## src/rtl/btr_pkg.sv

```systemverilog
package btr_pkg;
  localparam int unsigned REC_WORDS = 3;

  typedef enum logic [1:0] {
    W_FROM  = 2'd0,
    W_TO    = 2'd1,
    W_FLAGS = 2'd2
  } word_sel_e;
endpackage

```

## src/rtl/btr_filter.sv

```systemverilog
module btr_filter #(
  parameter int unsigned AW = 16
) (
  input  logic          trace_en,
  input  logic          store_en,
  input  logic          skip_kernel,
  input  logic          skip_user,
  input  logic          irq_mode,
  input  logic [1:0]    priv,
  input  logic [AW-1:0] base,
  input  logic [AW-1:0] limit,
  input  logic [AW-1:0] idx,
  output logic          store_ok,
  output logic          geom_err
);
  import btr_pkg::*;

  localparam logic [AW:0] REC = (AW+1)'(REC_WORDS);

  logic [AW:0] base_end;
  logic [AW:0] idx_end;
  logic        priv_ok;
  logic        room_ok;

  always_comb begin
    base_end = {1'b0, base} + REC;
    idx_end  = {1'b0, idx} + REC;
    geom_err = {1'b0, limit} < base_end;
    room_ok  = !irq_mode || (idx_end <= {1'b0, limit});
    priv_ok  = (priv == 2'd0) ? !skip_kernel : !skip_user;
    store_ok = trace_en && store_en && priv_ok && !geom_err && room_ok;
  end
endmodule

```

## src/rtl/btr_writer.sv

```systemverilog
module btr_writer #(
  parameter int unsigned AW = 16,
  parameter int unsigned DW = 32
) (
  input  logic          clk,
  input  logic          rst_n,
  input  logic          ev_valid,
  input  logic          store_ok,
  input  logic [DW-1:0] ev_from,
  input  logic [DW-1:0] ev_to,
  input  logic [1:0]    ev_priv,
  input  logic [AW-1:0] idx,
  output logic          wr_en,
  output logic [AW-1:0] wr_addr,
  output logic [DW-1:0] wr_data,
  output logic          rec_done,
  output logic          drop_flag
);
  import btr_pkg::*;

  logic            busy_q,  busy_d;
  word_sel_e       sel_q,   sel_d;
  logic [DW-1:0]   from_q,  from_d;
  logic [DW-1:0]   to_q,    to_d;
  logic [1:0]      priv_q,  priv_d;
  logic [AW-1:0]   start_q, start_d;
  logic            drop_q,  drop_d;
  logic            accept;
  logic            collide;

  always_comb begin
    accept  = ev_valid && store_ok && !busy_q;
    collide = ev_valid && store_ok && busy_q;
    busy_d  = busy_q;
    sel_d   = sel_q;
    from_d  = from_q;
    to_d    = to_q;
    priv_d  = priv_q;
    start_d = start_q;
    drop_d  = drop_q || collide;
    if (accept) begin
      busy_d  = 1'b1;
      sel_d   = W_FROM;
      from_d  = ev_from;
      to_d    = ev_to;
      priv_d  = ev_priv;
      start_d = idx;
    end else if (busy_q) begin
      if (sel_q == W_FLAGS) busy_d = 1'b0;
      else                  sel_d  = word_sel_e'(sel_q + 2'd1);
    end
  end

  always_ff @(posedge clk or negedge rst_n) begin
    if (!rst_n) begin
      busy_q  <= 1'b0;
      sel_q   <= W_FROM;
      from_q  <= '0;
      to_q    <= '0;
      priv_q  <= '0;
      start_q <= '0;
      drop_q  <= 1'b0;
    end else begin
      busy_q  <= busy_d;
      sel_q   <= sel_d;
      from_q  <= from_d;
      to_q    <= to_d;
      priv_q  <= priv_d;
      start_q <= start_d;
      drop_q  <= drop_d;
    end
  end

  always_comb begin
    wr_en    = busy_q;
    wr_addr  = start_q + AW'(sel_q);
    rec_done = busy_q && (sel_q == W_FLAGS);
    unique case (sel_q)
      W_FROM:  wr_data = from_q;
      W_TO:    wr_data = to_q;
      default: wr_data = {1'b1, {(DW-3){1'b0}}, priv_q};
    endcase
  end

  assign drop_flag = drop_q;
endmodule

```

## src/rtl/btr_index.sv

```systemverilog
module btr_index #(
  parameter int unsigned AW = 16
) (
  input  logic          clk,
  input  logic          rst_n,
  input  logic          wr_en,
  input  logic [AW-1:0] wr_data,
  input  logic          rec_done,
  input  logic          irq_mode,
  input  logic [AW-1:0] base,
  input  logic [AW-1:0] limit,
  input  logic [AW-1:0] thresh,
  output logic [AW-1:0] idx,
  output logic          irq
);
  import btr_pkg::*;

  localparam logic [AW:0] REC = (AW+1)'(REC_WORDS);

  logic [AW-1:0] idx_q, idx_d;
  logic          armed_q, armed_d;
  logic          irq_q, irq_d;
  logic [AW:0]   step;
  logic [AW-1:0] adv;

  always_comb begin
    step    = {1'b0, idx_q} + REC;
    adv     = step[AW-1:0];
    if (!irq_mode && ((step + REC) > {1'b0, limit})) adv = base;
    idx_d   = idx_q;
    armed_d = armed_q;
    irq_d   = 1'b0;
    if (wr_en) begin
      idx_d = wr_data;
      if (wr_data < thresh) armed_d = 1'b1;
    end else if (rec_done) begin
      idx_d = adv;
      if (armed_q && (adv >= thresh)) begin
        irq_d   = 1'b1;
        armed_d = 1'b0;
      end
    end
  end

  always_ff @(posedge clk or negedge rst_n) begin
    if (!rst_n) begin
      idx_q   <= '0;
      armed_q <= 1'b1;
      irq_q   <= 1'b0;
    end else begin
      idx_q   <= idx_d;
      armed_q <= armed_d;
      irq_q   <= irq_d;
    end
  end

  assign idx = idx_q;
  assign irq = irq_q;
endmodule

```

## src/rtl/btrace_store.sv

```systemverilog
module btrace_store #(
  parameter int unsigned AW = 16,
  parameter int unsigned DW = 32
) (
  input  logic          clk,
  input  logic          rst_n,
  input  logic          ctl_trace_en,
  input  logic          ctl_store_en,
  input  logic          ctl_skip_kernel,
  input  logic          ctl_skip_user,
  input  logic          ctl_irq_mode,
  input  logic [AW-1:0] cfg_base,
  input  logic [AW-1:0] cfg_limit,
  input  logic [AW-1:0] cfg_thresh,
  input  logic          idx_wr_en,
  input  logic [AW-1:0] idx_wr_data,
  input  logic          br_valid,
  input  logic [DW-1:0] br_from,
  input  logic [DW-1:0] br_to,
  input  logic [1:0]    br_priv,
  output logic          msg_valid,
  output logic          mem_we,
  output logic [AW-1:0] mem_addr,
  output logic [DW-1:0] mem_wdata,
  output logic          irq_pulse,
  output logic          ovf_flag,
  output logic          cfg_err,
  output logic [AW-1:0] cur_index
);
  logic [1:0] rst_pipe_q;
  logic       rst_core_n;
  logic       msg_q, msg_d;
  logic       store_ok;
  logic       rec_done;

  always_ff @(posedge clk or negedge rst_n) begin
    if (!rst_n) rst_pipe_q <= 2'b00;
    else        rst_pipe_q <= {rst_pipe_q[0], 1'b1};
  end
  assign rst_core_n = rst_pipe_q[1];

  always_comb msg_d = ctl_trace_en && br_valid;

  always_ff @(posedge clk or negedge rst_core_n) begin
    if (!rst_core_n) msg_q <= 1'b0;
    else             msg_q <= msg_d;
  end
  assign msg_valid = msg_q;

  btr_filter #(.AW(AW)) u_filter (
    .trace_en    (ctl_trace_en),
    .store_en    (ctl_store_en),
    .skip_kernel (ctl_skip_kernel),
    .skip_user   (ctl_skip_user),
    .irq_mode    (ctl_irq_mode),
    .priv        (br_priv),
    .base        (cfg_base),
    .limit       (cfg_limit),
    .idx         (cur_index),
    .store_ok    (store_ok),
    .geom_err    (cfg_err)
  );

  btr_writer #(.AW(AW), .DW(DW)) u_writer (
    .clk       (clk),
    .rst_n     (rst_core_n),
    .ev_valid  (br_valid),
    .store_ok  (store_ok),
    .ev_from   (br_from),
    .ev_to     (br_to),
    .ev_priv   (br_priv),
    .idx       (cur_index),
    .wr_en     (mem_we),
    .wr_addr   (mem_addr),
    .wr_data   (mem_wdata),
    .rec_done  (rec_done),
    .drop_flag (ovf_flag)
  );

  btr_index #(.AW(AW)) u_index (
    .clk      (clk),
    .rst_n    (rst_core_n),
    .wr_en    (idx_wr_en),
    .wr_data  (idx_wr_data),
    .rec_done (rec_done),
    .irq_mode (ctl_irq_mode),
    .base     (cfg_base),
    .limit    (cfg_limit),
    .thresh   (cfg_thresh),
    .idx      (cur_index),
    .irq      (irq_pulse)
  );
endmodule

```

## config.mk

```make
export PLATFORM = sky130hd
export DESIGN_NAME = btrace_store
export DESIGN_NICKNAME = d
export VERILOG_FILES = /design/src/rtl/btr_pkg.sv /design/src/rtl/btr_filter.sv /design/src/rtl/btr_writer.sv /design/src/rtl/btr_index.sv /design/src/rtl/btrace_store.sv
export SDC_FILE = /design/constraint.sdc
export NUM_CORES = 1
export LEC_CHECK = 0
export CORE_MARGIN = 5
export CORE_UTILIZATION = 36
export DETAILED_ROUTE_END_ITERATION = 12
export PLACE_DENSITY = 0.65
export SYNTH_ARGS = -nofsm -noshare
export SYNTH_HDL_FRONTEND = slang
export SYNTH_HIERARCHICAL = 1
export SYNTH_SLANG_ARGS = --single-unit
```

## constraint.sdc

```tcl
create_clock -name clk -period 3.6 [get_ports clk]
set_input_delay 0.72 -clock clk [delete_from_list [all_inputs] [get_ports clk]]
set_output_delay 0.72 -clock clk [all_outputs]
set_load 0.01 [all_outputs]
```

==> results.toml, run 1 <==
[detailed_routing]
vias_per_cell = 5.21
antenna_left = 0
wl_per_cell_um = 18.0
wl_mm = 26.6
drcViolationCount = 0
drt-pass1-iter-count = 5
num_vias = 7685
drtIter0Drc = 354

[cells_and_area]
post-route-util_pct = 55.5
drive_gt1_share_pct = 30.7
antennaDiodeCount = 0
layout_commonest_cell = "clkdlybuf4s50_1"
design_area_sq_um = 12500
syn2layout_area_growth_pct = 52.3
fillers = 1990
finalNonFillerCells = 1474
regArea_sq_um = 2690
multiInputGateArea_sq_um = 5480
layout_common_cells = "clkdlybuf4s50_1 (193), buf_4 (166), dfrtp_1 (101), mux2_2 (84), ha_1 (82)"
fin_nets = 1411

[power_and_ir_drop]
ir_drop_mv = 0.288
p_total_mw = 5.88
power-per-cell-area_nw_per_um2 = 470
p_leak_nw = 5.69

[global_routing]
grt_pass1_vias = 8101
grt_max_degree = 74
grt_usage_pct = 20.3
antenna_found_initial = 0
grt_pass1_wl_mm = 42.4
grt.overflow.total = 0

[timing]
worst_slew_pin_slew_ns = 0.980
slew_violations = 0
setup_slack_ns = -1.48
setup_viol = 104
rsz0062_at_grt = "true"
relSlewSlack_pct = 34.6
timing.final.crit_share_pct = 141
period_needed_ns = 5.08
finalHoldViolCount = 0
holdWs_ns = 0.356
fin_tns_setup_ns = -41.92
worst_clock_skew_ns = 0.0115
fmax_ghz = 0.197

[synth]
synth_fp_nets = 1056
ys_seq_elements = 107
async_flop_share_pct = 100
syn_area_sq_um = 8220
synth.distinct_cells = 78
ys.flop_type = "dfrtp_1"
synthCells = 829
syn_area_per_cell_sq_um = 9.92
synth_edf_count = 0
seq_area_frac_synth_pct = 32.6
yosysWarnings = 6

[cts]
root_buffer = "clkbuf_16"
h-tree-depth = 3
hold_buffers = 0
cts-buffers-inserted = 9
cts_tree = "yes"
clkSlewWorstSetupHoldPaths_ns = 0.08
cts_sinks = 107
worstSkewPairLatency_ns = 0.36
clockBufferDepth = 2

[critical_path]
crit_type = "reg -> reg"
reg2reg_from = "u_index/idx[0]$_DFFE_PN0P_"
r2r_slack_ns = -1.48
reg2regPathDepth = 27
r2r-end = "u_index/armed_q$_DFFE_PN1P_"
worst-path-max-fanout = 8
worst_setup_path_start_kind = "flip-flop"
path_common_cell = "a21oi_2"
crit_slowest_cell = "or4_4"
crit_arrival_ns = 5.37
cpPeakStageDelay_ns = 0.57
endpoint_kind = "flip-flop"
cp.required_ns = 3.89

[floorplan]
die_w_um = 161
placementRows = 55
dieArea_sq_um = 26000
die_h_um = 161
start_util_pct = 36.4
core_sq_um = 22600
ios = 208

[hold_path]
holdPathStages = 0
hold_path_class = "reg -> reg"
min_to = "rst_pipe_q[1]$_DFF_PN0_"
min_from = "rst_pipe_q[0]$_DFF_PN0_"

[outcome]
violations = "negative setup slack"
outcome = "finished, violations left"

[place]
place_ws_ns = -1.66
hpwl_mm = 21.5
port_buffers = 207
placedCellCount = 1446
place_area_sq_um = 11800
gp_congestion = 0.866

[run]
cap_viol_max_count = 0
## worst max-delay path, delay by kind of cell, from the launching register on
family,cells,cell delay (ns)
DFF,1,0.45
adders and majority gates,3,0.76
AOI/OAI and AO/OA,11,1.88
and+or+nand+nor,10,1.46
buffers and inverters,2,0.26
xor gates and xnor gates,1,0.16
## Yosys cell counts, types with 16 or more instances
master	n	area share [%]
a22o_1	29	3.1
xor2_1	25	2.7
clkbuf_1	17	0.78
ha_1	87	13
xnor2_1	45	4.8
nor3b_1	16	1.5
o21ai_0	19	1.2
inv_1	67	3.1
nand4_1	18	1.4
nand2_1	42	1.9
nand3_1	26	1.6
dfrtp_1	106	32
a21oi_1	33	2.0
nor2_1	50	2.3
mux2_2	85	12
## what timing repair did
item                                    4_1_cts  5_1_grt
hold endpoints to repair                      0        0
pin swaps                                    29        5
resized for setup                            91       16
gates cloned                                  1        0
endpoints found under the setup margin      105      105
buffers inserted                              9        2
## flip-flops by register name (all words and copies together), names as in the netlist
name                count
u_writer/wr_en          1
u_writer/to_q          32
rst_pipe_q              2
u_writer/start_q       16
u_writer/from_q        32
u_writer/sel_q          2
u_writer/priv_q         2
msg_valid               1
u_index/armed_q         1
u_index/irq             1
u_writer/drop_flag      1
u_index/idx            16
## area by class of cell
type	count	share of cell area [%]
clock buffer	9	1.80
inverter	67	2.03
sequential	107	21.5
clock inverter	7	0.640
timing repair buffer	379	27.4
multi-input combinational	620	43.8
tap	285	2.85
## power breakdown
part           internal (mW)  switching (mW)  total (mW)
Combinational           1.70            1.32        3.03
Sequential              1.56           0.270        1.83
Clock                  0.497           0.522        1.02
Total                   3.76            2.12        5.88
## per-layer routing
| layer | up-vias | global-route usage [%] | wire, um |
|---|---|---|---|
| li1 | 3731 | - | - |
| met1 | 3699 | 26.0 | 11800 |
| met2 | 222 | 35.7 | 12900 |
| met3 | 33 | 3.65 | 1310 |
| met4 | 0 | 4.81 | 491 |
| met5 | - | 0 | 0 |
## kinds of logic (layout without fill, tap and decap cells)
family / after synthesis / in the layout / synth area share [%]
xor gates and xnor gates: 70 / 70 / 7.46
buffers and inverters: 102 / 462 / 5.34
other: 1 / 1 / 0.0456
adders and majority gates: 89 / 89 / 13.6
DFF: 107 / 107 / 32.6
and+or+nand+nor: 221 / 221 / 15.0
AOI/OAI and AO/OA: 152 / 152 / 14.1
muxes: 87 / 87 / 11.9
## worst max path at each step
stage	start	endpoint	cells past startpoint
finish	u_index/idx[0]$_DFFE_PN0P_	u_index/armed_q$_DFFE_PN1P_	27
floorplan	u_index/idx[0]$_DFFE_PN0P_	u_index/armed_q$_DFFE_PN1P_	28
global route	u_index/idx[0]$_DFFE_PN0P_	u_index/armed_q$_DFFE_PN1P_	27
global placement	u_index/idx[0]$_DFFE_PN0P_	u_index/armed_q$_DFFE_PN1P_	27
CTS	u_index/idx[0]$_DFFE_PN0P_	u_index/armed_q$_DFFE_PN1P_	25
detailed placement	u_index/idx[0]$_DFFE_PN0P_	u_index/armed_q$_DFFE_PN1P_	22
Power figures use the tool's default switching activity.
==> run 2: changes to the inputs <==
--- a/config.mk
+++ b/config.mk
@@ -8,7 +8,7 @@
 export CORE_MARGIN = 5
 export CORE_UTILIZATION = 36
 export DETAILED_ROUTE_END_ITERATION = 12
-export PLACE_DENSITY = 0.65
+export PLACE_DENSITY_LB_ADDON = 0.3
 export SYNTH_ARGS = -nofsm -noshare
 export SYNTH_HDL_FRONTEND = slang
 export SYNTH_HIERARCHICAL = 1
==> run 2 against run 1 <==
- the run still ends with negative setup slack left
- wire length up 0.86%
- via count down 0.10%
- final cell count up 0.47%
- count of clock-buffer cells in the layout up 1
- largest cell class unchanged
- highest routed layer unchanged
==> results.toml, run 2 (same netlist as run 1, synthesis figures left out) <==
[critical_path]
path_cells = "inv_4 -> ha_4 -> nand3b_4 -> nor2_2 -> a211o_1 -> or4_4 -> xor2_2 -> ha_1 -> nand4_1 -> nor2_1 -> o41ai_2 -> a31oi_4 -> a311oi_4 -> buf_6 -> buf_12 -> mux2i_2 -> ha_1 -> a21oi_2 -> nor2b_2 -> o21ai_2 -> a21oi_2 -> o41ai_2 -> a2111oi_2 -> o22ai_1"
cp_top_family = "compound AO/OA/AOI/OAI gates"
worst_setup_path_start_kind = "flip-flop"
worst-path-max-fanout = 7
cpPeakStageDelay_ns = 0.58
crit_slowest_cell = "or4_4"
reg2reg_from = "u_index/idx[0]$_DFFE_PN0P_"
crit_arrival_ns = 5.43
crit_type = "reg -> reg"
path_buf_inv = 3
startpoint = "u_index/idx[0]$_DFFE_PN0P_"
endpoint_kind = "flip-flop"
cp.required_ns = 3.88

[cts]
cts-buffers-inserted = 9
cts_tree = "yes"
h-tree-depth = 3
worstSkewPairLatency_ns = 0.36
clkSlewWorstSetupHoldPaths_ns = 0.08
clockBufferDepth = 2
root_buffer = "clkbuf_16"
cts_sinks = 107

[floorplan]
core_sq_um = 22600
die_w_um = 161
ios = 208
dieArea_sq_um = 26000
die_h_um = 161
placementRows = 55
start_util_pct = 36.4

[power_and_ir_drop]
netSwitchingFraction_pct = 35.9
p_int_mw = 3.78
ir_drop_mv = 0.301
seqPwrFrac_pct = 30.9
power-per-cell-area_nw_per_um2 = 465
p_switching_mw = 2.11
p_leak_nw = 5.78
p_comb_share_pct = 52.0
pwr-share-clk_pct = 17.1

[cells_and_area]
multiInputGateArea_sq_um = 5440
fin_nets = 1418
layout_commonest_cell = "clkdlybuf4s50_1"
top_regs = "u_writer/from_q: 32 flops, u_writer/to_q: 32 flops"
layout_common_cells = "clkdlybuf4s50_1 (193), buf_4 (160), dfrtp_1 (101), ha_1 (83), mux2_2 (83)"
regArea_sq_um = 2690
antennaDiodeCount = 0
post-route-util_pct = 56.0
drive_gt1_share_pct = 30.7
syn2layout_area_growth_pct = 53.8
fillers = 2017
design_area_sq_um = 12600

[outcome]
outcome = "finished, violations left"
violations = "negative setup slack"

[detailed_routing]
drcViolationCount = 0
vias_per_cell = 5.18
num_vias = 7677
drt-pass1-iter-count = 5
antenna_left = 0
drtIter0Drc = 425
wl_per_cell_um = 18.1
wl_mm = 26.8

[global_routing]
use_met3_pct = 3.62
grt_max_degree = 51
antenna_found_initial = 0
grt_use_met1_pct = 24.5
grt_pass1_wl_mm = 41.6
grt_busiest_layer = "met2"
grtUsageMet2_pct = 36.0
grt.overflow.total = 0
grt_pass1_vias = 8038
grt_usage_pct = 20.0

[timing]
period_needed_ns = 5.14
slew_violations = 0
timing.final.crit_share_pct = 143
setup_viol = 104
worst_clock_skew_ns = 0.00919
holdWs_ns = 0.357
relSlewSlack_pct = 40.2
setup_slack_ns = -1.54
finalHoldViolCount = 0
rsz0062_at_grt = "true"
fmax_ghz = 0.195
worst_slew_pin_slew_ns = 0.895

[run]
cap_viol_max_count = 0

[place]
hpwl_mm = 20.9
place_area_sq_um = 11800
port_buffers = 207
gp_congestion = 0.891

[hold_path]
hold_path_class = "reg -> async"
run 2: cell count changes in the layout (fill, tap and decap cells not counted), moves of 2 or more:
| cell | previous run | this run |
|---|---|---|
| nor2_1 | 37 | 43 |
| nor2_2 | 9 | 7 |
| buf_4 | 166 | 160 |
| nor3_2 | 6 | 3 |
| nor3_4 | 0 | 2 |
| nor2_4 | 5 | 1 |
| clkinv_8 | 2 | 0 |
| buf_6 | 4 | 11 |
| buf_16 | 1 | 4 |
run 2: path summary, 6_finish.rpt:
path / end / slack (ns) / depth (start not counted)
max: u_index/armed_q$_DFFE_PN1P_ / -1.54 / 24
min: u_writer/from_q[22]$_DFFE_PN0P_ / 0.36 / 0
max reg2reg: u_index/armed_q$_DFFE_PN1P_ / -1.54 / 24
min reg2reg: u_writer/from_q[22]$_DFFE_PN0P_ / 0.36 / 0
max in group asynchronous: u_index/idx[0]$_DFFE_PN0P_ / 2.26 / 1
min in group clk: rst_pipe_q[1]$_DFF_PN0_ / 0.36 / 0
run 2: layout make-up:
class	count	share of cell area [%]
clock buffers	10	1.89
clock inverters	6	0.435
inverters	67	2.01
multi-input cells	620	43.0
flip-flops and latches	107	21.3
well taps	285	2.82
repair buffers	386	28.6
run 2: stage by stage:
stage / setup WS (ns) / power (mW) / instances / setup TNS (ns)
final: -1.54 / 5.89 / 1481 / -49.64
after global routing: -1.78 / 6.25 / 1481 / -70.67
after CTS: -1.43 / 5.85 / 1474 / -42.56
after detailed placement: -1.62 / 4.77 / 1440 / -103.56
after global placement: -1.51 / 4.70 / 1440 / -99.06
after floorplan: -1.63 / 3.31 / 829 / -18.73
run 2: power by group through the flow:
stage	Sequential [mW]	Clock (mW)	Combinational (mW)
floorplan	1.81	0	1.50
CTS	1.81	1.04	3.00
detailed placement	1.84	0	2.93
global route	1.87	1.08	3.30
finish	1.82	1.00	3.06
global placement	1.82	0	2.88
run 2: repair_timing:
item | CTS | global route
hold buffers | 0 | 0
setup buffers | 13 | 6
resized for setup | 84 | 27
setup endpoints to repair | 106 | 105
cloned | 5 | 1
pin swaps | 20 | 13
run 2: per-layer routing:
layer	part of all wire [%]	wire (um)
met1	43	11400
met2	50	13400
met3	5.3	1430
met4	1.9	512
met5	0	0
